**src/rtl/fa_icache_pkg.sv**
```systemverilog
package fa_icache_pkg;
  typedef enum logic {
    ST_IDLE   = 1'b0,
    ST_REFILL = 1'b1
  } fill_state_e;
endpackage

```
**src/rtl/fa_tag_match.sv**
```systemverilog
module fa_tag_match #(
  parameter int N_ENTRIES = 8,
  parameter int TAG_W     = 27,
  localparam int IDX_W    = (N_ENTRIES > 1) ? $clog2(N_ENTRIES) : 1
) (
  input  logic [TAG_W-1:0]     tags_i [N_ENTRIES],
  input  logic [N_ENTRIES-1:0] valid_i,
  input  logic [TAG_W-1:0]     tag_i,
  output logic [N_ENTRIES-1:0] hit_vec_o,
  output logic                 hit_o,
  output logic [IDX_W-1:0]     hit_idx_o
);
  // one comparator per entry
  for (genvar g = 0; g < N_ENTRIES; g++) begin : g_cmp
    assign hit_vec_o[g] = valid_i[g] && (tags_i[g] == tag_i);
  end

  assign hit_o = |hit_vec_o;

  always_comb begin
    hit_idx_o = '0;
    for (int i = 0; i < N_ENTRIES; i++) begin
      if (hit_vec_o[i]) hit_idx_o = hit_idx_o | IDX_W'(i);
    end
  end
endmodule

```
**src/rtl/fa_rr_ptr.sv**
```systemverilog
module fa_rr_ptr #(
  parameter int N_ENTRIES = 8,
  localparam int IDX_W    = (N_ENTRIES > 1) ? $clog2(N_ENTRIES) : 1
) (
  input  logic             clk_i,
  input  logic             rst_ni,
  input  logic             clr_i,
  input  logic             adv_i,
  output logic [IDX_W-1:0] ptr_o
);
  localparam logic [IDX_W-1:0] LAST = IDX_W'(N_ENTRIES - 1);

  logic [IDX_W-1:0] ptr_q;

  always_ff @(posedge clk_i or negedge rst_ni) begin
    if (!rst_ni)      ptr_q <= '0;
    else if (clr_i)   ptr_q <= '0;
    else if (adv_i)   ptr_q <= (ptr_q == LAST) ? '0 : ptr_q + 1'b1;
  end

  assign ptr_o = ptr_q;
endmodule

```
**src/rtl/fa_block_store.sv**
```systemverilog
module fa_block_store #(
  parameter int N_ENTRIES = 8,
  parameter int TAG_W     = 27,
  parameter int BLOCK_W   = 256,
  parameter int WORD_W    = 32,
  localparam int IDX_W    = (N_ENTRIES > 1) ? $clog2(N_ENTRIES) : 1,
  localparam int N_WORDS  = BLOCK_W / WORD_W,
  localparam int WSEL_W   = (N_WORDS > 1) ? $clog2(N_WORDS) : 1
) (
  input  logic                 clk_i,
  input  logic                 rst_ni,
  input  logic                 clr_i,
  input  logic                 we_i,
  input  logic [IDX_W-1:0]     wr_idx_i,
  input  logic [TAG_W-1:0]     wr_tag_i,
  input  logic [BLOCK_W-1:0]   wr_data_i,
  input  logic [N_ENTRIES-1:0] rd_sel_i,
  input  logic [WSEL_W-1:0]    word_sel_i,
  output logic [TAG_W-1:0]     tags_o [N_ENTRIES],
  output logic [N_ENTRIES-1:0] valid_o,
  output logic [WORD_W-1:0]    rdata_o
);
  logic [N_ENTRIES-1:0] valid_q;
  logic [TAG_W-1:0]     tag_q  [N_ENTRIES];
  logic [BLOCK_W-1:0]   data_q [N_ENTRIES];
  logic [BLOCK_W-1:0]   blk_sel;

  for (genvar g = 0; g < N_ENTRIES; g++) begin : g_ent
    always_ff @(posedge clk_i or negedge rst_ni) begin
      if (!rst_ni) begin
        valid_q[g] <= 1'b0;
        tag_q[g]   <= '0;
        data_q[g]  <= '0;
      end else if (clr_i) begin
        valid_q[g] <= 1'b0;
      end else if (we_i && (wr_idx_i == IDX_W'(g))) begin
        valid_q[g] <= 1'b1;
        tag_q[g]   <= wr_tag_i;
        data_q[g]  <= wr_data_i;
      end
    end
    assign tags_o[g] = tag_q[g];
  end

  assign valid_o = valid_q;

  // AND-OR mux driven by the one-hot hit vector
  always_comb begin
    blk_sel = '0;
    for (int i = 0; i < N_ENTRIES; i++) begin
      blk_sel = blk_sel | (data_q[i] & {BLOCK_W{rd_sel_i[i]}});
    end
  end

  assign rdata_o = blk_sel[word_sel_i*WORD_W +: WORD_W];
endmodule

```
**src/rtl/fa_icache.sv**
```systemverilog
module fa_icache
  import fa_icache_pkg::*;
#(
  parameter int ADDR_W    = 32,
  parameter int OFFSET_W  = 5,
  parameter int WORD_W    = 32,
  parameter int N_ENTRIES = 8,
  localparam int TAG_W    = ADDR_W - OFFSET_W,
  localparam int BLOCK_W  = 8 * (1 << OFFSET_W),
  localparam int N_WORDS  = BLOCK_W / WORD_W,
  localparam int WSEL_W   = (N_WORDS > 1) ? $clog2(N_WORDS) : 1,
  localparam int BYTE_W   = $clog2(WORD_W / 8),
  localparam int IDX_W    = (N_ENTRIES > 1) ? $clog2(N_ENTRIES) : 1
) (
  input  logic               clk_i,
  input  logic               rst_ni,
  input  logic               flush_i,
  input  logic               req_i,
  input  logic [ADDR_W-1:0]  addr_i,
  output logic               stall_o,
  output logic               rvalid_o,
  output logic [WORD_W-1:0]  rdata_o,
  output logic               mem_req_o,
  output logic [ADDR_W-1:0]  mem_addr_o,
  input  logic               mem_valid_i,
  input  logic [BLOCK_W-1:0] mem_data_i
);
  fill_state_e          state_q, state_d;
  logic [TAG_W-1:0]     miss_tag_q;
  logic [TAG_W-1:0]     req_tag;
  logic [WSEL_W-1:0]    word_sel;
  logic [N_ENTRIES-1:0] hit_vec, valid_vec;
  logic [TAG_W-1:0]     tags [N_ENTRIES];
  logic                 hit;
  logic [IDX_W-1:0]     hit_idx, victim;
  logic                 lookup_hit, lookup_miss, refill_done;
  logic [BYTE_W-1:0]    unused_byte;

  assign req_tag     = addr_i[ADDR_W-1:OFFSET_W];
  assign word_sel    = addr_i[OFFSET_W-1:BYTE_W];
  assign unused_byte = addr_i[BYTE_W-1:0];

  fa_tag_match #(.N_ENTRIES(N_ENTRIES), .TAG_W(TAG_W)) u_match (
    .tags_i    (tags),
    .valid_i   (valid_vec),
    .tag_i     (req_tag),
    .hit_vec_o (hit_vec),
    .hit_o     (hit),
    .hit_idx_o (hit_idx)
  );

  assign lookup_hit  = (state_q == ST_IDLE) && req_i && hit;
  assign lookup_miss = (state_q == ST_IDLE) && req_i && !hit;
  assign refill_done = (state_q == ST_REFILL) && mem_valid_i && !flush_i;

  fa_rr_ptr #(.N_ENTRIES(N_ENTRIES)) u_ptr (
    .clk_i  (clk_i),
    .rst_ni (rst_ni),
    .clr_i  (flush_i),
    .adv_i  (refill_done),
    .ptr_o  (victim)
  );

  fa_block_store #(
    .N_ENTRIES(N_ENTRIES), .TAG_W(TAG_W), .BLOCK_W(BLOCK_W), .WORD_W(WORD_W)
  ) u_store (
    .clk_i      (clk_i),
    .rst_ni     (rst_ni),
    .clr_i      (flush_i),
    .we_i       (refill_done),
    .wr_idx_i   (victim),
    .wr_tag_i   (miss_tag_q),
    .wr_data_i  (mem_data_i),
    .rd_sel_i   (hit_vec),
    .word_sel_i (word_sel),
    .tags_o     (tags),
    .valid_o    (valid_vec),
    .rdata_o    (rdata_o)
  );

  always_comb begin
    state_d = state_q;
    unique case (state_q)
      ST_IDLE:   if (lookup_miss && !flush_i) state_d = ST_REFILL;
      ST_REFILL: if (flush_i || mem_valid_i) state_d = ST_IDLE;
      default:   state_d = ST_IDLE;
    endcase
  end

  always_ff @(posedge clk_i or negedge rst_ni) begin
    if (!rst_ni) begin
      state_q    <= ST_IDLE;
      miss_tag_q <= '0;
    end else begin
      state_q <= state_d;
      if (lookup_miss) miss_tag_q <= req_tag;
    end
  end

  assign stall_o    = lookup_miss || (state_q == ST_REFILL);
  assign rvalid_o   = lookup_hit;
  assign mem_req_o  = (state_q == ST_REFILL);
  assign mem_addr_o = {miss_tag_q, {OFFSET_W{1'b0}}};


  hit_onehot_chk: assert property (@(posedge clk_i) disable iff (!rst_ni)
    $onehot0(hit_vec));


  hit_no_stall_chk: assert property (@(posedge clk_i) disable iff (!rst_ni)
    rvalid_o |-> (!stall_o && !mem_req_o));


  miss_fetch_chk: assert property (@(posedge clk_i) disable iff (!rst_ni)
    (req_i && !hit && !mem_req_o && !flush_i) |=>
      (mem_req_o && mem_addr_o[ADDR_W-1:OFFSET_W] == $past(addr_i[ADDR_W-1:OFFSET_W])));


  hit_ptr_hold_chk: assert property (@(posedge clk_i) disable iff (!rst_ni)
    (rvalid_o && !flush_i) |=> $stable(victim));


  ptr_step_chk: assert property (@(posedge clk_i) disable iff (!rst_ni)
    (mem_req_o && mem_valid_i && !flush_i) |=>
      (victim == (($past(victim) == IDX_W'(N_ENTRIES - 1)) ? '0 : $past(victim) + 1'b1)));


  flush_empty_chk: assert property (@(posedge clk_i) disable iff (!rst_ni)
    flush_i |=> !rvalid_o);
endmodule

```
**config.mk**
```make
export PLATFORM = sky130hd
export DESIGN_NAME = fa_icache
export DESIGN_NICKNAME = d
export VERILOG_FILES = /design/src/rtl/fa_icache_pkg.sv /design/src/rtl/fa_tag_match.sv /design/src/rtl/fa_rr_ptr.sv /design/src/rtl/fa_block_store.sv /design/src/rtl/fa_icache.sv
export SDC_FILE = /design/constraint.sdc
export NUM_CORES = 2
export LEC_CHECK = 0
export BUFFER_PORTS_ARGS = -buffer_cell sky130_fd_sc_hd__buf_2
export CORE_ASPECT_RATIO = 0.5
export CORE_MARGIN = 8
export CORE_UTILIZATION = 40
export CTS_CLUSTER_SIZE = 25
export DETAILED_ROUTE_END_ITERATION = 16
export PLACE_DENSITY = 0.54
export SYNTH_ARGS = -nofsm -noshare
export SYNTH_HDL_FRONTEND = slang
export SYNTH_SLANG_ARGS = --single-unit
export TNS_END_PERCENT = 5
```
**constraint.sdc**
```tcl
create_clock -name clk_i -period 3.3 [get_ports clk_i]
set_clock_uncertainty 0.15 [all_clocks]
set_input_delay 0 -clock clk_i [delete_from_list [all_inputs] [get_ports clk_i]]
set_output_delay 0 -clock clk_i [all_outputs]
set_load 0.05 [all_outputs]
```
==> run_results.csv <==
group,metric,value,unit
setup_path,path_max_fanout,7,
cells_and_area,post-route-util,51.36,%
setup_path,critPathArrivalTime,4240,ps
timing,slew_violations,0,
synth,synthesis.area,101500,um2
setup_path,start_kind,"flip-flop",
grt,grtUsageMet3,5.109,%
grt,grt_max_degree,144,
grt,met2_usage,42.44,%
clock_tree,cts_buffers,218,
drt,post-route-drc-count,0,
drt,first_iter_violations,7957,
timing,rsz0062_at_grt,"true",
synth,synth-seq-cells,2303,
cells_and_area,drive_gt1_share,45.21,%
floorplan,die_area,271200,um2
drt,via_count,73980,
drt,drt-wirelength-per-cell,31.09,um
timing,max_freq,228.0,MHz
setup_path,r2r_setup_slack,-110,ps
timing,slew_headroom,37.51,%
floorplan,rows,130,
worst_hold_path,worstHoldEndpoint,"u_store.data_q[853]",
grt,grt_pass1_vias,75520,
cells_and_area,fin_area,129300,um2
grt,grtUsageMet1,40.62,%
worst_hold_path,holdPathStages,3,
grt,grt_pass1_wl,558.6,mm
clock_tree,clk-insertion-delay-late,860,ps
cells_and_area,final_nets,9116,
placed_design,portBuffers,352,
grt,grt_usage,27.77,%
timing,finalSetupViolCount,61,
synth,synth_cell_type_count,58,
setup_path,path_class,"flip-flop to primary output",
grt,grt_overflow,0,
worst_hold_path,hold_start,"mem_data_i[85]",
power_and_ir_drop,pwr-share-clk,40.9,%
timing,whs,41.45,ps
synth,synth_top_cell_by_area,"dfrtp_1",
timing,period_share,132.9,%
timing,tns,-35240,ps
timing,fin_ws,-1086,ps
synth,synth_top_area_share,56.77,%
power_and_ir_drop,peakVddDrop,0.0004405,V
power_and_ir_drop,power_frac_comb,10.0,%
timing,fin_crit,4386,ps
power_and_ir_drop,power_switching,16170,uW
setup_path,r2r-start,"u_store.tags_o[137]",
worst_hold_path,min_path_type,"primary input to flip-flop",
synth,postSynthCellCount,7386,
synth,synthArstFlopShare,100.0,%
setup_path,r2r_end,"miss_tag_q[2]",
grt,grt.busiest_layer,"met2",
drt,totalWireLength,384.6,mm
synth,seq_area_frac_synth,56.77,%
drt,viasPerCell,5.980,
synth,ys.flop_type,"dfrtp_1",
outcome,run_status,"finished with violations",
placed_design,place_area,114700,um2
grt,antenna_found_initial,44,
setup_path,cp.required,3150,ps
power_and_ir_drop,leakage,0.06098,uW
clock_tree,cts_tree,"built",
placed_design,hpwlAfterDp,255.2,mm
clock_tree,clockBufferDepth,4,
timing,finalHoldViolCount,0,
power_and_ir_drop,p_per_area,501.3,nW/um2
timing,tightest_slew,924.8,ps
cells_and_area,area_growth,27.38,%
synth,synth-warning-count,0,
floorplan,core_area,251800,um2
floorplan,initial_core_util,40.32,%
power_and_ir_drop,switching_share,24.95,%
power_and_ir_drop,seqPwrFrac,49.0,%
outcome,violations,"setup timing",
drt,dr.pass1.iters,7,
synth,ys_top_cells_by_area,"dfrtp_1, mux2_2, nand3_1",
setup_path,r2r_cells,13,
clock_tree,cts.sinks,2303,
synth,syn_area_per_cell,13.74,um2
floorplan,io_pins,360,
power_and_ir_drop,intPower,48650,uW
synth,synth_edf_count,0,
floorplan,chipWidth,728.5,um
placed_design,gp_congestion,0.8543,
floorplan,die_h,372.2,um
clock_tree,clk_pin_slew,70,ps
run,drv_cap,0,
drt,drt.antenna.violating_nets,0,
clock_tree,cts_root_buffer,"clkbuf_16",
setup_path,worst_setup_path_end_kind,"primary output",
clock_tree,htree_levels,4,
## synthesized netlist by cell type, drive strengths merged, types with 2 or more instances
library cell and count:
dfrtp 2303, mux2 2289, nand3 497, clkbuf 393, a222oi 233, xnor2 212, buf 209, nand4 209
a22oi 149, a21oi 107, and3 96, nand2 76, a211oi 74, a22o 74, a21o 73, a221oi 48
nor3b 47, a31oi 31, a221o 30, nor4bb 26, o31ai 21, and4b 20, o22a 17, nor4 16
and2 15, a2111oi 14, nor3 14, and4 10, inv 10, nor2 10, a2111o 7, o21ai 7
o32ai 7, a211o 6, ha 6, nor4b 5, nand2b 4, xor2 4, a41oi 3, a311oi 2
nand3b 2, or2 2, or4 2
## power by group through the flow
stage	sequential, uW	clock (uW)	combinational [uW]
floorplan	31900	0	2920
global placement	32200	0	5690
detailed placement	32200	0	5790
CTS	31700	26900	6520
global route	32000	28100	6950
finish	31800	26500	6510
## critical path, stage by stage, from the launching register on
cell and delay (ps):
dfrtp_1 400, xnor2_2 260, nand4_1 190, nor4_4 390, buf_4 210, and2_4 290, buf_6 140, buf_8 130
buf_4 140, a22oi_1 90, and3_4 190, a211oi_4 440, buf_6 200, a2111o_1 150, buf_12 150
## registers in the layout, indices dropped and copies added (netlist names)
name             flops
mem_req_o            1
miss_tag_q          27
u_store.tags_o     216
u_store.valid_o      8
u_ptr.ptr_o          3
u_store.data_q    2048
## placed cells by master, fill, tap and decap left out, drive strengths merged, types with 96 or more instances in the layout
| cell | netlist | routed |
|---|---|---|
| clkbuf | 393 | 339 |
| xnor2 | 212 | 212 |
| dlygate4sd3 | 0 | 553 |
| mux2 | 2289 | 2289 |
| a22oi | 149 | 149 |
| and3 | 96 | 96 |
| a21oi | 107 | 107 |
| dfrtp | 2303 | 2303 |
| nand4 | 209 | 209 |
| nand3 | 497 | 497 |
| a222oi | 233 | 233 |
| buf | 209 | 1255 |
## layout make-up
class / instances / area, um2
multi-input combinational: 4474 / 42450
antenna: 13 / 32.53
sequential: 2303 / 57630
timing repair buffer: 1809 / 17610
clock inverter: 57 / 747.0
tap: 3366 / 4212
inverter: 11 / 46.29
clock buffer: 338 / 6589
fill: 21870 / 122500
## how the worst max path moves through the flow
stage / from / endpoint
floorplan: u_store.tags_o[200] / rdata_o[11]
global placement: u_store.tags_o[64] / rdata_o[20]
detailed placement: addr_i[24] / rdata_o[20]
CTS: u_store.tags_o[209] / rdata_o[20]
global route: u_store.tags_o[189] / rdata_o[27]
finish: u_store.tags_o[137] / rdata_o[29]
## per-stage QoR
stage | setup WS, ps | instances | total power (uW)
3_5_place_dp | -1049 | 11380 | 38030
4_1_cts | -1105 | 12350 | 65190
3_3_place_gp | -1120 | 11380 | 37860
2_1_floorplan | 200.9 | 7390 | 34840
5_1_grt | -1178 | 12360 | 67090
6_report | -1086 | 12370 | 64820
## logic make-up (layout without fill, tap and decap cells)
kind of cell    count (synthesis)  after routing  share of synthesized area, %
compound gates                906            906                         7.269
xor+xnor                      216            216                         1.864
fa+ha+maj                       6              6                       0.07395
buf+inv                       613           2215                         2.641
flops                        2303           2303                         56.77
mux                          2289           2289                         25.42
other cells                     1             18                      0.003694
simple gates                 1052           1052                         5.960
## timing repair
| action | CTS | global route |
|---|---|---|
| buffers inserted | 24 | 4 |
| hold endpoints to repair | 4426 | 0 |
| gates cloned | 6 | 1 |
| pin swaps | 48 | 24 |
| setup endpoints to repair | 61 | 61 |
| hold buffers | 554 | 0 |
| gates resized for setup | 177 | 56 |
## layer usage
layer  part of all wire [%]  up-vias
met2                     45     2562
met5                  0.031        -
li1                       -    30870
met1                     46    39990
met3                    7.1      545
met4                    2.7       18
(Power assumes the default switching activity.)
